[src/rtl/xbar_pkg.sv]
package xbar_pkg;
  // Per-element strobes from the control half to the datapath half.
  typedef struct packed {
    logic take;  // element won its module this cycle
    logic hold;  // element competed and lost; keep its request
  } peCtl_t;
endpackage

[src/rtl/xbar_ctrl.sv]
module xbar_ctrl
  import xbar_pkg::*;
#(
  parameter int NUM_PE = 4,
  parameter int TGT_W  = 3,
  parameter int WAIT_W = 2
) (
  input  logic                             clk,
  input  logic                             rstN,
  input  logic [NUM_PE-1:0]                effValid,
  input  logic [NUM_PE-1:0][TGT_W-1:0]     effTgt,
  output peCtl_t [NUM_PE-1:0]              ctl,
  output logic [NUM_PE-1:0][WAIT_W-1:0]    waitCnt
);
  localparam logic [WAIT_W-1:0] WAIT_MAX = '1;

  logic [NUM_PE-1:0] win;

  for (genvar gi = 0; gi < NUM_PE; gi++) begin : g_pe
    // blockedBy[j]: element j targets the same module and ranks above gi
    logic [NUM_PE-1:0] blockedBy;

    always_comb begin
      for (int j = 0; j < NUM_PE; j++) begin
        blockedBy[j] = 1'b0;
        if (j != gi) begin
          blockedBy[j] = effValid[j] && (effTgt[j] == effTgt[gi]) &&
                         ((waitCnt[j] > waitCnt[gi]) ||
                          ((waitCnt[j] == waitCnt[gi]) && (j < gi)));
        end
      end
    end

    assign win[gi]      = effValid[gi] && !(|blockedBy);
    assign ctl[gi].take = win[gi];
    assign ctl[gi].hold = effValid[gi] && !win[gi];

    // Age counter: cleared on a win or when idle, saturating on denial.
    always_ff @(posedge clk) begin
      if (!rstN) begin
        waitCnt[gi] <= '0;
      end else if (!ctl[gi].hold) begin
        waitCnt[gi] <= '0;
      end else if (waitCnt[gi] != WAIT_MAX) begin
        waitCnt[gi] <= waitCnt[gi] + 1'b1;
      end
    end
  end
endmodule

[src/rtl/xbar_dp.sv]
module xbar_dp
  import xbar_pkg::*;
#(
  parameter int NUM_PE  = 4,
  parameter int NUM_MEM = 8,
  parameter int TGT_W   = 3
) (
  input  logic                         clk,
  input  logic                         rstN,
  input  logic [NUM_PE-1:0]            reqValid,
  input  logic [NUM_PE-1:0][TGT_W-1:0] reqTgt,
  input  peCtl_t [NUM_PE-1:0]          ctl,
  output logic [NUM_PE-1:0]            effValid,
  output logic [NUM_PE-1:0][TGT_W-1:0] effTgt,
  output logic [NUM_PE-1:0]            grant,
  output logic [NUM_PE-1:0][TGT_W-1:0] grantTgt,
  output logic [NUM_MEM-1:0]           busy
);
  logic [NUM_PE-1:0]            pending;
  logic [NUM_PE-1:0][TGT_W-1:0] heldTgt;

  // A pending element competes with its held module; fresh inputs are masked.
  assign effValid = reqValid | pending;

  always_comb begin
    for (int i = 0; i < NUM_PE; i++) begin
      effTgt[i] = pending[i] ? heldTgt[i] : reqTgt[i];
    end
  end

  for (genvar gi = 0; gi < NUM_PE; gi++) begin : g_reg
    always_ff @(posedge clk) begin
      if (!rstN) begin
        pending[gi]  <= 1'b0;
        heldTgt[gi]  <= '0;
        grant[gi]    <= 1'b0;
        grantTgt[gi] <= '0;
      end else begin
        pending[gi]  <= ctl[gi].hold;
        if (ctl[gi].hold) begin
          heldTgt[gi] <= effTgt[gi];
        end
        grant[gi]    <= ctl[gi].take;
        grantTgt[gi] <= ctl[gi].take ? effTgt[gi] : '0;
      end
    end
  end

  // Busy map decoded from the registered grants of the current cycle.
  always_comb begin
    busy = '0;
    for (int j = 0; j < NUM_MEM; j++) begin
      for (int i = 0; i < NUM_PE; i++) begin
        if (grant[i] && (grantTgt[i] == TGT_W'(j))) begin
          busy[j] = 1'b1;
        end
      end
    end
  end
endmodule

[src/rtl/age_xbar.sv]
module age_xbar
  import xbar_pkg::*;
#(
  parameter int NUM_PE  = 4,
  parameter int NUM_MEM = 8,
  parameter int WAIT_W  = 2,
  localparam int TGT_W  = (NUM_MEM > 1) ? $clog2(NUM_MEM) : 1
) (
  input  logic                    clk,
  input  logic                    rstN,
  input  logic [NUM_PE-1:0]       reqValid,
  input  logic [NUM_PE*TGT_W-1:0] reqTarget,
  output logic [NUM_PE-1:0]       grant,
  output logic [NUM_PE*TGT_W-1:0] grantTarget,
  output logic [NUM_MEM-1:0]      busy
);
  logic [NUM_PE-1:0]             effValid;
  logic [NUM_PE-1:0][TGT_W-1:0]  effTgt;
  logic [NUM_PE-1:0][TGT_W-1:0]  reqTgtArr;
  logic [NUM_PE-1:0][TGT_W-1:0]  grantTgtArr;
  logic [NUM_PE-1:0][WAIT_W-1:0] waitCnt;
  peCtl_t [NUM_PE-1:0]           ctl;

  assign reqTgtArr   = reqTarget;
  assign grantTarget = grantTgtArr;

  xbar_ctrl #(
    .NUM_PE(NUM_PE), .TGT_W(TGT_W), .WAIT_W(WAIT_W)
  ) u_ctrl (
    .clk(clk), .rstN(rstN),
    .effValid(effValid), .effTgt(effTgt),
    .ctl(ctl), .waitCnt(waitCnt)
  );

  xbar_dp #(
    .NUM_PE(NUM_PE), .NUM_MEM(NUM_MEM), .TGT_W(TGT_W)
  ) u_dp (
    .clk(clk), .rstN(rstN),
    .reqValid(reqValid), .reqTgt(reqTgtArr), .ctl(ctl),
    .effValid(effValid), .effTgt(effTgt),
    .grant(grant), .grantTgt(grantTgtArr), .busy(busy)
  );
endmodule

[config.mk]
export PLATFORM = sky130hd
export DESIGN_NAME = age_xbar
export DESIGN_NICKNAME = d
export VERILOG_FILES = /design/src/rtl/xbar_pkg.sv /design/src/rtl/xbar_ctrl.sv /design/src/rtl/xbar_dp.sv /design/src/rtl/age_xbar.sv
export SDC_FILE = /design/constraint.sdc
export NUM_CORES = 1
export LEC_CHECK = 0
export BUFFER_PORTS_ARGS = -buffer_cell sky130_fd_sc_hd__buf_2
export CAP_MARGIN = 30
export CORE_AREA = 8 8 106 69
export DETAILED_ROUTE_END_ITERATION = 8
export DIE_AREA = 0 0 114 77
export PLACE_DENSITY = 0.74
export RECOVER_POWER = 100
export SLEW_MARGIN = 10
export SYNTH_ARGS = -nofsm -noshare
export SYNTH_HDL_FRONTEND = slang
export SYNTH_SLANG_ARGS = --single-unit
[constraint.sdc]
create_clock -name clk -period 4 [get_ports clk]
set_clock_uncertainty 0.05 [all_clocks]
set_input_delay 0.4 -clock clk [delete_from_list [all_inputs] [get_ports clk]]
set_output_delay 0.4 -clock clk [all_outputs]
set_load 0.01 [all_outputs]
Word-level counts from Yosys, hierarchy flattened
Cells that the tools add are included.
Storage, ports and cells
  output and inout port bits: 24
  word-level logic and storage cells: 217
  flip-flop bits (word level): 40
  bits of input ports: 18
Cells by class
  add/subtract/negate cells: 4
  eq/ne operators: 50
  bitwise operators: 1
  reductions and logical operators: 94
  magnitude comparators: 12
  mux-type cells: 36
Operators with widths (count)
  logical AND 1 bit: 64
  equality test 3 bit (second input constant): 16
  equality test 3 bit: 12
  2-to-1 mux 1 bit: 32
  equality test 3 x 2 -> 1 bit (second input constant): 8
  > comparator 2 bit: 12
  AND reduction 2 bit: 8
  equality test 2 bit: 6
  equality test 3 x 1 -> 1 bit (second input constant): 4
  logical NOT 3 bit: 4
  2-to-1 mux 3 bit: 4
  OR reduction 3 bit: 4
  adder 2 x 1 -> 2 bit (second input constant): 4
  logical NOT 1 bit: 8
  inequality test 2 bit (second input constant): 4
  logical OR 1 bit: 6
  bitwise OR 4 bit: 1

Logic depth before layout (Yosys ltp)
  depth after elaboration: 10
  mapped depth: 9

Modules after synthesis
From an unflattened synthesis, not the netlist that was laid out.
Second synthesis, totals
  cell total of the unflattened synthesis: 264
  area total of the unflattened synthesis: 2348.5 µm²
Modules (own cells, without submodules)
  xbar_dp: seq. area each 640.6 µm², instances 1, cells each 149, area an instance 1341.3 µm²
  xbar_ctrl: seq. area each 160.2 µm², instances 1, cells each 115, area an instance 1007.2 µm²

Worst setup path after synthesis
OpenSTA, ideal clock, no wires.
  kind: flip-flop to flip-flop
  from: register u_dp.pending[1]
  to: register u_dp.heldTgt[10] (netlist name)
  setup time: 0.122 ns
  cell stages (with the launch flop): 9
  path slack: 1.885 ns
  arrival: 1.943 ns
  buffers on the path: 2
  cells stage by stage: dfxtp_1 > buf_2 > mux2i_2 > xor2_1 > nor3_1 > a22o_1 > or2_1 > buf_6 > a221o_1
Between the ends
  cells in the longest elaborated chain, start to end: 9
Ends and longest elaborated chain
  start, declared: RTL line xbar_dp.sv:19  | logic [NUM_PE-1:0] pending;
  start signal, assigned by index: RTL line xbar_dp.sv:39  | pending[gi] <= ctl[gi].hold;
  2-to-1 mux 3 bit: RTL line xbar_dp.sv:27  | effTgt[i] = pending[i] ? heldTgt[i] : reqTgt[i];
  equality test 3 bit: RTL line xbar_ctrl.sv:27  | blockedBy[j] = effValid[j] && (effTgt[j] == effTgt[gi]) &&
  logical AND 1 bit * (2 in series): RTL line xbar_ctrl.sv:27
  OR reduction 3 bit *: RTL line xbar_ctrl.sv:34  | assign win[gi] = effValid[gi] && !(|blockedBy);
  logical NOT 1 bit *: RTL line xbar_ctrl.sv:34
  logical AND 1 bit *: RTL line xbar_ctrl.sv:34
  logical NOT 1 bit *: RTL line xbar_ctrl.sv:36  | assign ctl[gi].hold = effValid[gi] && !win[gi];
  logical AND 1 bit *: RTL line xbar_ctrl.sv:36
  end signal, assigned by index: RTL line xbar_dp.sv:41  | heldTgt[gi] <= effTgt[gi];
  end, declared: RTL line xbar_dp.sv:20  | logic [NUM_PE-1:0][TGT_W-1:0] heldTgt;
Mark *: on every way between the ends. The rest lies on a longest branch, timed or not.
A chain may end at the register's enable or synchronous reset.

Final worst setup path
  from: register u_dp.pending[2]
  to: register u_dp.heldTgt[6] (netlist name)
Between the ends
  cells in the longest elaborated chain, start to end: 9
Ends and longest elaborated chain (RTL line)
  2-to-1 mux 3 bit: xbar_dp.sv:27
  equality test 3 bit: xbar_ctrl.sv:27
  logical AND 1 bit (2 in series): xbar_ctrl.sv:27
  OR reduction 3 bit: xbar_ctrl.sv:34
  logical NOT 1 bit: xbar_ctrl.sv:34
  logical AND 1 bit: xbar_ctrl.sv:34
  logical NOT 1 bit: xbar_ctrl.sv:36
  logical AND 1 bit: xbar_ctrl.sv:36
Parallel ways exist; a longest one is shown, timed or not.

==> PnR_summary.wiki <==
{| class="wikitable"
! Metric !! Value
|-
| Number of distinct library cells after synthesis || 44
|-
| Multi-input gate area in the final layout || 1560 µm²
|-
| Post-DR wirelength/cell || 15.3 µm
|-
| Slowest stage cell on the critical path || mux2i_1
|-
| Detail Route Antenna Nets || 0
|-
| Vias || ~2200
|-
| HPWL Detailed || 4820 µm
|-
| Antenna Cells || 0
|-
| Final core occ || between 40% and 50%
|-
| Launch point of the worst path || u_dp.pending[2]
|-
| Final-report setup violation count || 0
|-
| Total clock buffers created by CTS || 5
|-
| Worst reg2reg path startpoint || u_dp.pending[2]
|-
| Critical Path Sink Type || flop
|-
| Commonest non-fill, non-tap cells in the layout || dfxtp_1 (40), nor2_1 (25), clkbuf_1 (24)
|-
| Die height || a little under 80 µm
|-
| Count of pins on the block boundary || 42
|-
| Worst Setup Start Kind || flop
|-
| Bufs on Longest Clock Path || 2
|-
| Post-synthesis register bit count || 40
|-
| DIE AREA || 8780 µm²
|-
| Part of the cycle the worst path needs || 67.0%
|-
| Hold Path Origin || reqTarget[0]
|-
| Skew-Pair Late Insertion Delay || 0.30 ns
|-
| VDD IR max || 0.147 mV
|-
| Storage element area || 801 µm²
|-
| Drt pass-1 iters || 4
|-
| Number of instances in the placed design || 397
|-
| Nets@finish || 354
|-
| Number of enable flip-flop cells after synthesis || 0
|-
| Fin crit period || 2.68 ns
|-
| Hold Vio Cnt, Final || 0
|-
| Synth Net Count || roughly 310
|-
| Number of instances in the synthesized netlist || 279
|-
| Total placed instance area || 2740 µm²
|-
| Fill cell instance count of the final layout || 598
|-
| Gr ovfl total || 0
|-
| Cts-stage hold buffer count || 0
|-
| Post-CTS Repair Setup Buffers || 0
|-
| Total global-route track usage || 13.9%
|-
| First DRT Iteration DRCs || 220
|-
| Warning count from the yosys run || 0
|-
| Max-slew headroom || 57.2%
|-
| Status || finished, final reports clean
|-
| Number of antenna violations at the first check in global routing || 0
|-
| Cell area after layout || 2810 µm²
|-
| Vias in the first global route || 2108
|-
| Critical path class || flop to flop
|-
| Hold WC Path Type || input pin to flop
|-
| Clock edge transition at the registers on the reported setup and hold paths || around 0.090 ns
|-
| P_leak || about 0.0011 µW
|-
| Max FO, Critical Path || 8
|-
| Setup slack of the worst register-to-register path || ~1.3 ns
|-
| Routability-driven placement congestion ratio || about 0.85
|-
| Flip-flop cell with the highest count after synthesis || dfxtp_1
|-
| Unrepaired setup endpoints after global routing || false
|-
| Initial core utilization || 42.7%
|-
| Setup TNS || 0 ns
|-
| Reported max-cap violation count || 0
|-
| Number of cells upsized or downsized after cts || 0
|-
| Async SR Flop Fraction || 0%
|-
| Wire length of the first global-routing pass || 10100 µm
|-
| Maximum number of pins on one net before global-route repair || 25
|-
| Root Driver || clkbuf_8
|-
| H-tree levels || 2
|-
| Sequential-to-total area share from yosys stat || 32.1%
|-
| Area of the mapped netlist || 2490 µm²
|-
| Overall routed net length || a little over 6000 µm
|-
| Ratio of cells with drive above 1 in the final layout || 9.97%
|-
| Syn_area_per_cell || 8.93 µm²
|-
| Crit-path cells || mux2i_1 > xor2_1 > nor3_1 > a221oi_1 > nor2_1 > a221o_1
|-
| Max Clock Freq || roughly 370 MHz
|-
| Arr. time, crit path || 2.82 ns
|-
| Num Clock Sinks || 40
|-
| Final Non-Filler Cells || 405
|-
| Slowest cell delay on critical path || 0.60 ns
|-
| Power density over cell area || 333 nW/µm²
|-
| Clock tree from TritonCTS || built
|-
| Req. time, crit path || 4.14 ns
|-
| Port Buf Inserts || slightly above 40
|-
| Core Region || 5840 µm²
|-
| Layout overhead on the synthesized area || 12.9%
|-
| Remaining DRCs || 0
|-
| Via/cell ratio || 5.45
|-
| Cell row count || 22
|-
| Cell family with the largest share of critical-path delay || compound AO/OA/AOI/OAI gates
|-
| Buf/Inv on CP || 0
|-
| Transition time of the tightest slew-check pin || 0.625 ns
|-
| Commonest non-fill, non-tap cell in the layout || dfxtp_1
|-
| Die X-Extent || 114 µm
|-
| Max-slew violation count || 0
|}
==> metal layers <==
layer	track usage (%)	part of all wire, %
met3	4.30	8.5
met5	0	0
met2	20.7	40
met1	18.8	51
met4	3.57	0.82
==> per-stage QoR <==
stage / setup WS, ns / hold slack [ns] / power, µW
after floorplan: 1.89 / 0.426 / 556
after global placement: 1.51 / 0.448 / 603
after detailed placement: 1.49 / 0.453 / 606
after CTS: 1.50 / 0.284 / 946
after global routing: 1.15 / 0.282 / 981
final: 1.32 / 0.286 / 938
==> registers in the layout (all words and copies together), names as in the netlist <==
register / cells
u_dp.grantTgt: 12
u_ctrl.waitCnt: 8
u_dp.heldTgt: 12
u_dp.grant: 4
u_dp.pending: 4
==> path summary, 6_finish.rpt <==
kind                     end  depth (start not counted)
min reg2reg  u_dp.heldTgt[4]                          2
min          u_dp.heldTgt[0]                          2
max reg2reg  u_dp.heldTgt[6]                          6
max          u_dp.heldTgt[6]                          6
==> kinds of logic after synthesis <==
family / count (synthesis) / synth area share [%]
AO/OA/AOI/OAI: 54 / 17.6
AND/OR/NAND/NOR: 110 / 23.1
adder cells (fa/ha/maj): 16 / 8.04
XOR/XNOR: 22 / 7.74
flip-flops: 40 / 32.1
multiplexers: 16 / 7.03
buffers and inverters: 21 / 4.42
==> worst reg2reg max path, stage by stage, from the launching register on <==
cell and delay (ns):
dfxtp_1 0.53, mux2i_1 0.61, xor2_1 0.25, nor3_1 0.10
a221oi_1 0.50, nor2_1 0.16, a221o_1 0.38
==> where the power goes <==
part | internal [µW] | switching, µW
logic | 59.8 | 97.2
registers | 417 | 21.5
clock network | 188 | 154
total | 665 | 273
==> cell usage after synthesis (2+ instances only) <==
cell type,instances,area (µm²)
nor3b_1,2,15.0
o211ai_1,2,15.0
o21ai_0,12,60.1
o221ai_1,12,105
o311ai_0,3,26.3
or3_1,3,18.8
and3_1,4,25.0
and2_1,3,18.8
nor3_1,13,65.1
o21a_1,3,22.5
nand2_1,20,75.1
dfxtp_1,40,801
xor2_1,21,184
buf_6,4,45.0
mux2i_1,12,120
nand2b_1,7,43.8
ha_1,16,200
mux2i_2,4,55.1
nor2_1,25,93.8
nor2b_1,19,119
clkbuf_1,2,7.51
a221o_1,7,70.1
a31oi_1,2,12.5
nor4_1,6,37.5
inv_1,14,52.6
a32oi_1,3,26.3
a22oi_1,3,22.5
==> layout make-up <==
type	instances	area share, %
multi-input combinational	218	55.6
tap	84	3.74
timing repair buffer	41	6.23
clock buffer	5	2.45
sequential	40	28.5
clock inverter	3	1.65
inverter	14	1.87
Power figures use the tool's default switching activity.
